File: config.mk
export PLATFORM = sky130hd
export DESIGN_NAME = ee3w_slave
export DESIGN_NICKNAME = d
export VERILOG_FILES = /design/src/rtl/ee3w_pkg.sv /design/src/rtl/ee3w_pin_sync.sv /design/src/rtl/ee3w_prog_timer.sv /design/src/rtl/ee3w_word_store.sv /design/src/rtl/ee3w_slave.sv
export SDC_FILE = /design/constraint.sdc
export NUM_CORES = 2
export LEC_CHECK = 0
export BUFFER_PORTS_ARGS = -buffer_cell sky130_fd_sc_hd__buf_2
export CORE_MARGIN = 8
export CORE_UTILIZATION = 38
export CTS_CLUSTER_DIAMETER = 60
export CTS_CLUSTER_SIZE = 10
export DETAILED_ROUTE_END_ITERATION = 6
export PLACE_DENSITY_LB_ADDON = 0.08
export SYNTH_ARGS = -nofsm -noshare
export SYNTH_HDL_FRONTEND = slang
export SYNTH_SLANG_ARGS = --single-unit
File: constraint.sdc
create_clock -name clk -period 3.5 [get_ports clk]
set_input_delay 0.7 -clock clk [delete_from_list [all_inputs] [get_ports clk]]
set_output_delay 0.7 -clock clk [all_outputs]
set_load 0.05 [all_outputs]
File: src/rtl/ee3w_pkg.sv
package ee3w_pkg;
    typedef enum logic [2:0] {
        ST_IDLE,
        ST_OPC,
        ST_ADDR,
        ST_DATA,
        ST_READ,
        ST_HOLD
    } state_e;

    typedef enum logic [2:0] {
        PG_NONE,
        PG_WORD,
        PG_CLEAR,
        PG_CLEAR_ALL,
        PG_FILL_ALL
    } prog_e;

    localparam logic [1:0] OPC_SPECIAL = 2'b00;
    localparam logic [1:0] OPC_WRITE   = 2'b01;
    localparam logic [1:0] OPC_READ    = 2'b10;
    localparam logic [1:0] OPC_ERASE   = 2'b11;

    localparam logic [1:0] SUB_LOCK     = 2'b00;
    localparam logic [1:0] SUB_FILL     = 2'b01;
    localparam logic [1:0] SUB_CLEARALL = 2'b10;
    localparam logic [1:0] SUB_UNLOCK   = 2'b11;
endpackage

File: src/rtl/ee3w_pin_sync.sv
module ee3w_pin_sync #(
    parameter int STAGES = 2,
    parameter int N      = 3
) (
    input  logic         clk,
    input  logic         rst_n,
    input  logic [N-1:0] pin_i,
    output logic [N-1:0] lvl_o,
    output logic [N-1:0] rise_o,
    output logic [N-1:0] fall_o
);
    logic [N-1:0] chain_q [STAGES];
    logic [N-1:0] prev_q;

    for (genvar s = 0; s < STAGES; s++) begin : g_stage
        if (s == 0) begin : g_first
            always_ff @(posedge clk or negedge rst_n) begin
                if (!rst_n) chain_q[0] <= '0;
                else        chain_q[0] <= pin_i;
            end
        end else begin : g_next
            always_ff @(posedge clk or negedge rst_n) begin
                if (!rst_n) chain_q[s] <= '0;
                else        chain_q[s] <= chain_q[s-1];
            end
        end
    end

    always_ff @(posedge clk or negedge rst_n) begin
        if (!rst_n) prev_q <= '0;
        else        prev_q <= chain_q[STAGES-1];
    end

    assign lvl_o  = chain_q[STAGES-1];
    assign rise_o = chain_q[STAGES-1] & ~prev_q;
    assign fall_o = ~chain_q[STAGES-1] & prev_q;
endmodule

File: src/rtl/ee3w_prog_timer.sv
module ee3w_prog_timer #(
    parameter int CYCLES = 250000
) (
    input  logic clk,
    input  logic rst_n,
    input  logic start_i,
    output logic busy_o,
    output logic done_o
);
    localparam int CW = $clog2(CYCLES + 1);

    logic [CW-1:0] cnt_d, cnt_q;

    always_comb begin
        cnt_d = cnt_q;
        if (start_i && cnt_q == '0) cnt_d = CW'(CYCLES);
        else if (cnt_q != '0)       cnt_d = cnt_q - 1'b1;
    end

    always_ff @(posedge clk or negedge rst_n) begin
        if (!rst_n) cnt_q <= '0;
        else        cnt_q <= cnt_d;
    end

    assign busy_o = (cnt_q != '0);
    assign done_o = (cnt_q == CW'(1));
endmodule

File: src/rtl/ee3w_word_store.sv
module ee3w_word_store #(
    parameter int ADDR_W = 6,
    parameter int WORD_W = 16
) (
    input  logic              clk,
    input  logic              rst_n,
    input  logic [ADDR_W-1:0] rd_addr_i,
    output logic [WORD_W-1:0] rd_data_o,
    input  logic              wr_one_i,
    input  logic              wr_all_i,
    input  logic [ADDR_W-1:0] wr_addr_i,
    input  logic [WORD_W-1:0] wr_data_i
);
    localparam int DEPTH = 1 << ADDR_W;

    logic [WORD_W-1:0] mem_q [DEPTH];

    for (genvar w = 0; w < DEPTH; w++) begin : g_word
        always_ff @(posedge clk or negedge rst_n) begin
            if (!rst_n) begin
                mem_q[w] <= '1;
            end else if (wr_all_i || (wr_one_i && wr_addr_i == ADDR_W'(w))) begin
                mem_q[w] <= wr_data_i;
            end
        end
    end

    assign rd_data_o = mem_q[rd_addr_i];
endmodule

File: src/rtl/ee3w_slave.sv
module ee3w_slave #(
    parameter int ADDR_W      = 6,
    parameter int WORD_W      = 16,
    parameter int PROG_CYCLES = 250000,
    parameter int SYNC_STAGES = 2
) (
    input  logic clk,
    input  logic rst_n,
    input  logic cs,
    input  logic sk,
    input  logic di,
    output logic dout,
    output logic dout_en
);
    import ee3w_pkg::*;

    localparam int LONGEST = (WORD_W > ADDR_W) ? WORD_W : ADDR_W;
    localparam int CNT_W   = $clog2(LONGEST);
    localparam int P_CS    = 0;
    localparam int P_SK    = 1;
    localparam int P_DI    = 2;

    typedef struct packed {
        state_e            state;
        logic [1:0]        opc;
        logic [ADDR_W-1:0] addr;
        logic [WORD_W-1:0] data;
        logic [WORD_W:0]   out_sr;
        logic [CNT_W-1:0]  cnt;
        prog_e             op;
        logic              latch;
        logic              armed;
        logic              show;
        logic              stat_pend;
    } regs_t;

    regs_t r_d, r_q;

    logic [2:0] pin_lvl, pin_rise, pin_fall;
    logic       cs_lvl, cs_rise, cs_fall, sk_rise, di_lvl;
    logic       prog_busy, prog_done, launch;
    logic [ADDR_W-1:0] rd_addr, full_addr;
    logic [WORD_W-1:0] rd_word, wr_data;
    logic       wr_one, wr_all;
    logic       rd_active, decoding;

    ee3w_pin_sync #(
        .STAGES (SYNC_STAGES),
        .N      (3)
    ) u_sync (
        .clk    (clk),
        .rst_n  (rst_n),
        .pin_i  ({di, sk, cs}),
        .lvl_o  (pin_lvl),
        .rise_o (pin_rise),
        .fall_o (pin_fall)
    );

    assign cs_lvl  = pin_lvl[P_CS];
    assign cs_rise = pin_rise[P_CS];
    assign cs_fall = pin_fall[P_CS];
    assign sk_rise = pin_rise[P_SK];
    assign di_lvl  = pin_lvl[P_DI];

    ee3w_prog_timer #(
        .CYCLES  (PROG_CYCLES)
    ) u_timer (
        .clk     (clk),
        .rst_n   (rst_n),
        .start_i (launch),
        .busy_o  (prog_busy),
        .done_o  (prog_done)
    );

    assign full_addr = {r_q.addr[ADDR_W-2:0], di_lvl};
    assign rd_addr   = full_addr;

    ee3w_word_store #(
        .ADDR_W    (ADDR_W),
        .WORD_W    (WORD_W)
    ) u_store (
        .clk       (clk),
        .rst_n     (rst_n),
        .rd_addr_i (rd_addr),
        .rd_data_o (rd_word),
        .wr_one_i  (wr_one),
        .wr_all_i  (wr_all),
        .wr_addr_i (r_q.addr),
        .wr_data_i (wr_data)
    );

    // Commit of a pending programming command when the timed cycle expires
    assign wr_one  = prog_done && (r_q.op == PG_WORD || r_q.op == PG_CLEAR);
    assign wr_all  = prog_done && (r_q.op == PG_CLEAR_ALL || r_q.op == PG_FILL_ALL);
    assign wr_data = (r_q.op == PG_CLEAR || r_q.op == PG_CLEAR_ALL) ? '1 : r_q.data;

    always_comb begin
        r_d    = r_q;
        launch = 1'b0;

        if (!cs_lvl) begin
            r_d.state = ST_IDLE;
        end

        if (cs_fall) begin
            if (r_q.armed && !prog_busy) begin
                launch        = 1'b1;
                r_d.stat_pend = 1'b1;
            end else if (r_q.show && !prog_busy) begin
                r_d.stat_pend = 1'b0;
            end
            r_d.armed = 1'b0;
            r_d.show  = 1'b0;
        end

        if (cs_rise && r_q.stat_pend) begin
            r_d.show = 1'b1;
        end

        if (cs_lvl && sk_rise) begin
            unique case (r_q.state)
                ST_IDLE: begin
                    if (di_lvl && !prog_busy) begin
                        r_d.state     = ST_OPC;
                        r_d.cnt       = '0;
                        r_d.show      = 1'b0;
                        r_d.stat_pend = 1'b0;
                        r_d.op        = PG_NONE;
                    end
                end
                ST_OPC: begin
                    r_d.opc = {r_q.opc[0], di_lvl};
                    r_d.cnt = r_q.cnt + 1'b1;
                    if (r_q.cnt == CNT_W'(1)) begin
                        r_d.state = ST_ADDR;
                        r_d.cnt   = '0;
                    end
                end
                ST_ADDR: begin
                    r_d.addr = full_addr;
                    r_d.cnt  = r_q.cnt + 1'b1;
                    if (r_q.cnt == CNT_W'(ADDR_W - 1)) begin
                        r_d.cnt   = '0;
                        r_d.state = ST_HOLD;
                        unique case (r_q.opc)
                            OPC_READ: begin
                                r_d.state  = ST_READ;
                                r_d.out_sr = {1'b0, rd_word};
                            end
                            OPC_WRITE: begin
                                r_d.state = ST_DATA;
                                r_d.op    = PG_WORD;
                            end
                            OPC_ERASE: begin
                                r_d.op    = PG_CLEAR;
                                r_d.armed = r_q.latch;
                            end
                            default: begin
                                unique case (full_addr[ADDR_W-1 -: 2])
                                    SUB_UNLOCK:   r_d.latch = 1'b1;
                                    SUB_LOCK:     r_d.latch = 1'b0;
                                    SUB_CLEARALL: begin
                                        r_d.op    = PG_CLEAR_ALL;
                                        r_d.armed = r_q.latch;
                                    end
                                    default: begin
                                        r_d.op    = PG_FILL_ALL;
                                        r_d.state = ST_DATA;
                                    end
                                endcase
                            end
                        endcase
                    end
                end
                ST_DATA: begin
                    r_d.data = {r_q.data[WORD_W-2:0], di_lvl};
                    r_d.cnt  = r_q.cnt + 1'b1;
                    if (r_q.cnt == CNT_W'(WORD_W - 1)) begin
                        r_d.state = ST_HOLD;
                        r_d.armed = r_q.latch;
                    end
                end
                ST_READ: begin
                    r_d.out_sr = {r_q.out_sr[WORD_W-1:0], 1'b0};
                end
                default: ;
            endcase
        end
    end

    always_ff @(posedge clk or negedge rst_n) begin
        if (!rst_n) begin
            r_q <= '{state: ST_IDLE, op: PG_NONE, default: '0};
        end else begin
            r_q <= r_d;
        end
    end

    assign rd_active = (r_q.state == ST_READ);
    assign decoding  = (r_q.state == ST_OPC);
    assign dout_en   = cs_lvl && (r_q.show || rd_active);
    assign dout      = r_q.show ? !prog_busy : r_q.out_sr[WORD_W];
endmodule

* Yosys cells after proc, flatten, opt, wreduce, memory -nomap -nowiden
Index checks and enable logic that the tools add are counted.
** Word-level totals
- Register bits after elaboration :: 1105
- Output and inout port bits :: 2
- Input bits :: 5
** Operators by class
- Order comparisons :: 1
- Multiplexer cells :: 43
- Reduce and logical (&&, ||, !) cells :: 163
- Equal/unequal tests :: 85
- Bitwise gates (word level) :: 6
- Add/subtract/negate cells :: 2
** Operator list (count)
- == test 6 bit, second input constant :: 32
- binary-select mux 16 bit (select 6 bit) :: 1
- == test 6 x 5 -> 1 bit, second input constant :: 16
- logical AND 1 bit :: 73
- logical OR 1 bit :: 68
- two-way mux 16 bit :: 4
- two-way mux 55 bit :: 1
- == test 6 x 4 -> 1 bit, second input constant :: 8
- two-way mux 18 bit :: 2
- one-hot mux 17 bit (2 select lines) :: 1
- two-way mux 26 bit :: 1
- == test 6 x 3 -> 1 bit, second input constant :: 4
- two-way mux 3 bit :: 7
- == test 18 x 1 -> 1 bit, second input constant :: 1
- logical NOT 18 bit :: 1
- one-hot mux 3 bit (3 select lines) :: 2
- nonzero test 18 bit :: 1
- subtractor 18 x 1 -> 18 bit, second input constant :: 1
- two-way mux 17 bit :: 1
- one-hot mux 4 bit (4 select lines) :: 1
- == test 3 x 2 -> 1 bit, second input constant :: 4
- == test 6 x 2 -> 1 bit, second input constant :: 2
- one-hot mux 3 bit (2 select lines) :: 2
- one-hot mux 3 bit (4 select lines) :: 1
- 37 further kinds :: 65

* Logic depth before layout (Yosys ltp)
- Word-level depth :: 11
- Mapped depth :: 11

* By module
Synthesis repeated with hierarchy kept, for this count alone.
** Unflattened totals
- Cells, all modules :: 3332
- Area, all modules :: 52091.2 um^2
** Modules (own cells, without submodules)
- ee3w_word_store :: sequential area each 26905.8 um^2, cells each 2930, times used 1, area each 47795.8 um^2
- ee3w_slave :: sequential area each 1376.3 um^2, cells each 290, times used 1, area each 3037.9 um^2
- ee3w_prog_timer :: sequential area each 450.4 um^2, cells each 94, times used 1, area each 957.2 um^2
- ee3w_pin_sync :: sequential area each 225.2 um^2, cells each 18, times used 1, area each 300.3 um^2

* Least setup slack after synthesis
Ideal clock, no wire load.
- Path kind :: reg-to-reg
- Start :: register u_timer.cnt_q[11]
- End :: register u_store.mem_q[517] (netlist bit)
- Clock period less this slack :: 3.548 ns
- Stages on the path, launching flop included :: 12
- Setup slack :: -0.048 ns
- Path buffers :: 6
- Arrival :: 3.466 ns
- Library setup time :: 0.082 ns
- Cells stage by stage :: dfrtp_1 > or4_1 > buf_2 > or4_4 > buf_6 > or4_1 > clkbuf_1 > buf_6 > buf_6 > o31ai_4 > buf_6 > mux2_2
** Between the ends
- Longest elaborated chain between the ends :: 4
- Elaborated cells between the ends (all ways) :: 5
- Classes of those cells :: eq/ne (1); reduce/logical (4)
** Ends and longest elaborated chain
- from (decl) :: RTL line ee3w_prog_timer.sv:12 : logic [CW-1:0] cnt_d, cnt_q;
- from (signal assigned) :: RTL line ee3w_prog_timer.sv:22 : else cnt_q <= cnt_d;
- == test 18 x 1 -> 1 bit (*) :: RTL line ee3w_prog_timer.sv:26 : assign done_o = (cnt_q == CW'(1));
- logical AND 1 bit :: RTL line ee3w_slave.sv:93 : assign wr_one = prog_done && (r_q.op == PG_WORD || r_q.op == PG_CLEAR);
- logical AND 1 bit :: RTL line ee3w_word_store.sv:22 : end else if (wr_all_i || (wr_one_i && wr_addr_i == ADDR_W'(w))) begin
- logical OR 1 bit (*) :: RTL line ee3w_word_store.sv:22
- to (signal, indexed assignment) :: RTL line ee3w_word_store.sv:23 : mem_q[w] <= wr_data_i;
- to (decl) :: RTL line ee3w_word_store.sv:16 : logic [WORD_W-1:0] mem_q [DEPTH];
Mark *: on every way between the ends. The rest lies on a longest branch, timed or not.
A chain may end at the register's enable or synchronous reset.

* Worst setup path after layout
- Start :: register u_timer.cnt_q[12]
- End :: register u_store.mem_q[115] (netlist bit)
The elaborated chain is that of the path after synthesis.

==> results.toml <==
[floorplan]
initial_core_util_pct = 38.12
die_h_um = 391.9
io_pins = 7
core_mm2 = 0.1409
die-area_mm2 = 0.1536
die_w_um = 391.9
rows = 138

[detailed_routing]
initialDrtViolationCount = 1568
wl_per_cell_um = 28.10
via_count = 30590
firstDrtPassIters = 7
drcViolationCount = 0
vias_per_cell = 5.590
ant_nets = 0
wl_mm = 153.8

[worst_setup_path]
crit_path_cell_trace = "or4_4 > or4_4 > buf_6 > buf_4 > or4_4 > clkbuf_16 > o31ai_4 > buf_12 > mux2_2"
cp.arrival_ns = 4.13
critPathBufInv = 4
cp_common_cell = "or4_4"
start_kind = "flip-flop"
worstPathMaxFanout = 25
path_class = "flip-flop to flip-flop"
cp_slowest_cell = "or4_4"
cp_top_family = "simple AND/OR/NAND/NOR gates"
critPathCaptureType = "flip-flop"
required_ns = 4.16
max_stage_delay_ns = 0.61

[pwr]
powerDensity_mw_per_mm2 = 428.8
p_leak_nw = 23.89
worst_ir_drop_vdd_mv = 0.3867
power_mw = 26.52

[timing]
skew_ns = 0.02020
hold_violations = 0
fin_crit_sh_pct = 98.91
layout_setup_ws_ns = 0.03831
max_freq_mhz = 288.9
relSlewSlack_pct = 26.05
tns_ns = 0
min_period_ns = 3.462
finalMaxSlewViolations = 0
finalSetupViolCount = 0
worst_pin_slew_ns = 1.109
rsz0062_at_grt = "yes"

[global_routing]
track_usage_pct = 20.06
grt_max_degree = 103
grt_overflow_total = 0
grt_pass1_vias = 34050
grt_antenna_before_repair = 6
grt_pass1_wl_mm = 231.4

[yosys]
synth_area_leader_cell = "dfstp_2"
synth-edff-count = 0
avgSynthCellArea_um2 = 15.63
yosys_warnings = 0
ys_seq_elements = 1105
seq_area_frac_synth_pct = 53.88
synth.top_cell.area_share_pct = 50.10
synth_ff_type = "dfstp_2"
async_reset_ff_share_pct = 100.0
ys_types = 71
synth.cell_area_mm2 = 0.05370
synth_area_leaders = "dfstp_2, mux2_2, mux4_2, mux2_4, dfrtp_1"
synth_nets = 3452
syn_inst = 3435

[placement]
globalplace.congestion = 0.8018
io_buffers = 6
dp_hpwl_mm = 97.71
place_ws_ns = 0.009519

[clock_network]
cts_tree = "done"
root_buffer = "clkbuf_16"
cts_buffers = 136
cts_buffer_depth = 3
cts_max_level = 4
clkSlewWorstSetupHoldPaths_ns = 0.06
clkLatencyLatePin_ns = 0.75
clock_sinks = 1105

[hold_path]
min_path_type = "flip-flop to flip-flop"

[outcome]
status = "complete, no violations"

[final_layout]
drive_above_1_share_pct = 78.07
nets = 3536
syn2layout_area_growth_pct = 15.17

[run]
maxCapViolations = 0
## cell type report
class                           instances  area (um^2)
Inverter                               15        56.30
Clock buffer                          176         3822
Fill cell                           12370        79050
Antenna cell                            3        7.507
Clock inverter                         23        216.5
Tap cell                             1890         2365
Multi-Input combinational cell       1995        23140
Sequential cell                      1105        28950
Timing Repair Buffer                  266         3297
## report_power, final
| group | internal, mW | leakage [nW] | switching (mW) | total, mW |
|---|---|---|---|---|
| Clock | 7.73 | 1.99 | 5.31 | 13.0 |
| Sequential | 12.9 | 11.7 | 0.0205 | 12.9 |
| Combinational | 0.189 | 10.2 | 0.415 | 0.604 |
## flip-flops by register name, summed over array words and instances (netlist names)
name	flops
u_store.mem_q	1024
r_q	50
u_timer.cnt_q	18
full_addr	5
u_sync.chain_q	3
u_sync.lvl_o	3
u_sync.prev_q	2
## synthesized netlist by cell type (5+ instances only)
master / n
a41oi_1: 8
nand2_1: 78
and3_1: 5
mux2i_1: 81
xnor2_1: 7
or2_2: 20
a31oi_1: 18
buf_2: 15
ha_1: 12
buf_1: 46
mux2_2: 827
nor4b_1: 16
o31ai_4: 52
nor3_1: 6
mux4_2: 225
o31ai_1: 9
mux2_4: 180
dfrtp_1: 81
nand3_1: 27
o211ai_1: 15
nor2_1: 84
o22ai_1: 45
a21oi_1: 43
o21ai_0: 36
buf_8: 16
a22oi_1: 48
dfstp_2: 1024
nor2b_1: 10
or3_1: 6
nor4_1: 7
or4_1: 6
mux2_1: 44
nand2b_1: 20
xor2_1: 5
buf_6: 21
buf_4: 22
inv_1: 13
clkbuf_1: 198
## logic make-up after synthesis
kind of cell | share of synthesized area, %
and+or+nand+nor | 3.019
DFF | 53.88
xor gates and xnor gates | 0.1957
adders and majority gates | 0.2796
AOI/OAI and AO/OA | 5.168
buffers and inverters | 3.220
muxes | 34.24
## worst paths after layout
path	startpoint	to	slack [ns]	cells past startpoint
min in group asynchronous	rst_n	u_sync.chain_q[3]$_DFF_PN0_	0.56	2
max in group asynchronous	rst_n	u_store.mem_q[655]$_DFFE_PN1P_	1.82	4
min	u_sync.chain_q[5]$_DFF_PN0_	u_sync.lvl_o[2]$_DFF_PN0_	0.37	0
max reg2reg	u_timer.cnt_q[12]$_DFFE_PN0P_	u_store.mem_q[115]$_DFFE_PN1P_	0.04	9
min reg2reg	u_sync.chain_q[5]$_DFF_PN0_	u_sync.lvl_o[2]$_DFF_PN0_	0.37	0
max	u_timer.cnt_q[12]$_DFFE_PN0P_	u_store.mem_q[115]$_DFFE_PN1P_	0.04	9
## placed cells by master (no fill, tap or decap), types with 78 or more instances in the layout
| master | count |
|---|---|
| mux4_2 | 225 |
| buf_4 | 154 |
| buf_12 | 100 |
| dfstp_2 | 1024 |
| nor2_1 | 82 |
| nand2_1 | 78 |
| mux2i_1 | 81 |
| clkbuf_16 | 144 |
| mux2_4 | 182 |
| mux2_2 | 825 |
## metrics by stage
step                      hold WS [ns]  instances  instance area [um^2]  utilization, %
after global routing            0.3751       5470                 61840           43.89
after global placement          0.3413       5257                 57640           40.91
final                           0.3653       5473                 61850           43.90
after floorplan                 0.3312       3435                 53730               -
after detailed placement        0.3386       5257                 57640           40.91
after CTS                       0.3656       5468                 61800           43.86
## metal layers
metal | GRT usage [%] | vias to the layer above | part of all wire, %
met4 | 5.838 | 0 | 2.7
met2 | 34.28 | 560 | 50
met5 | 0 | - | 0
met1 | 26.67 | 16910 | 44
met3 | 2.747 | 220 | 2.9
li1 | - | 12910 | -
## what timing repair did
| item | 4_1_cts | 5_1_grt |
|---|---|---|
| pin swaps | 3 | 0 |
| endpoints found under the hold margin | 43 | 0 |
| setup buffers | 8 | 1 |
| endpoints found under the setup margin | 9 | 74 |
| gates cloned | 0 | 1 |
| gates resized for setup | 6 | 1 |
| hold buffers | 4 | 0 |
(Power assumes the default switching activity.)
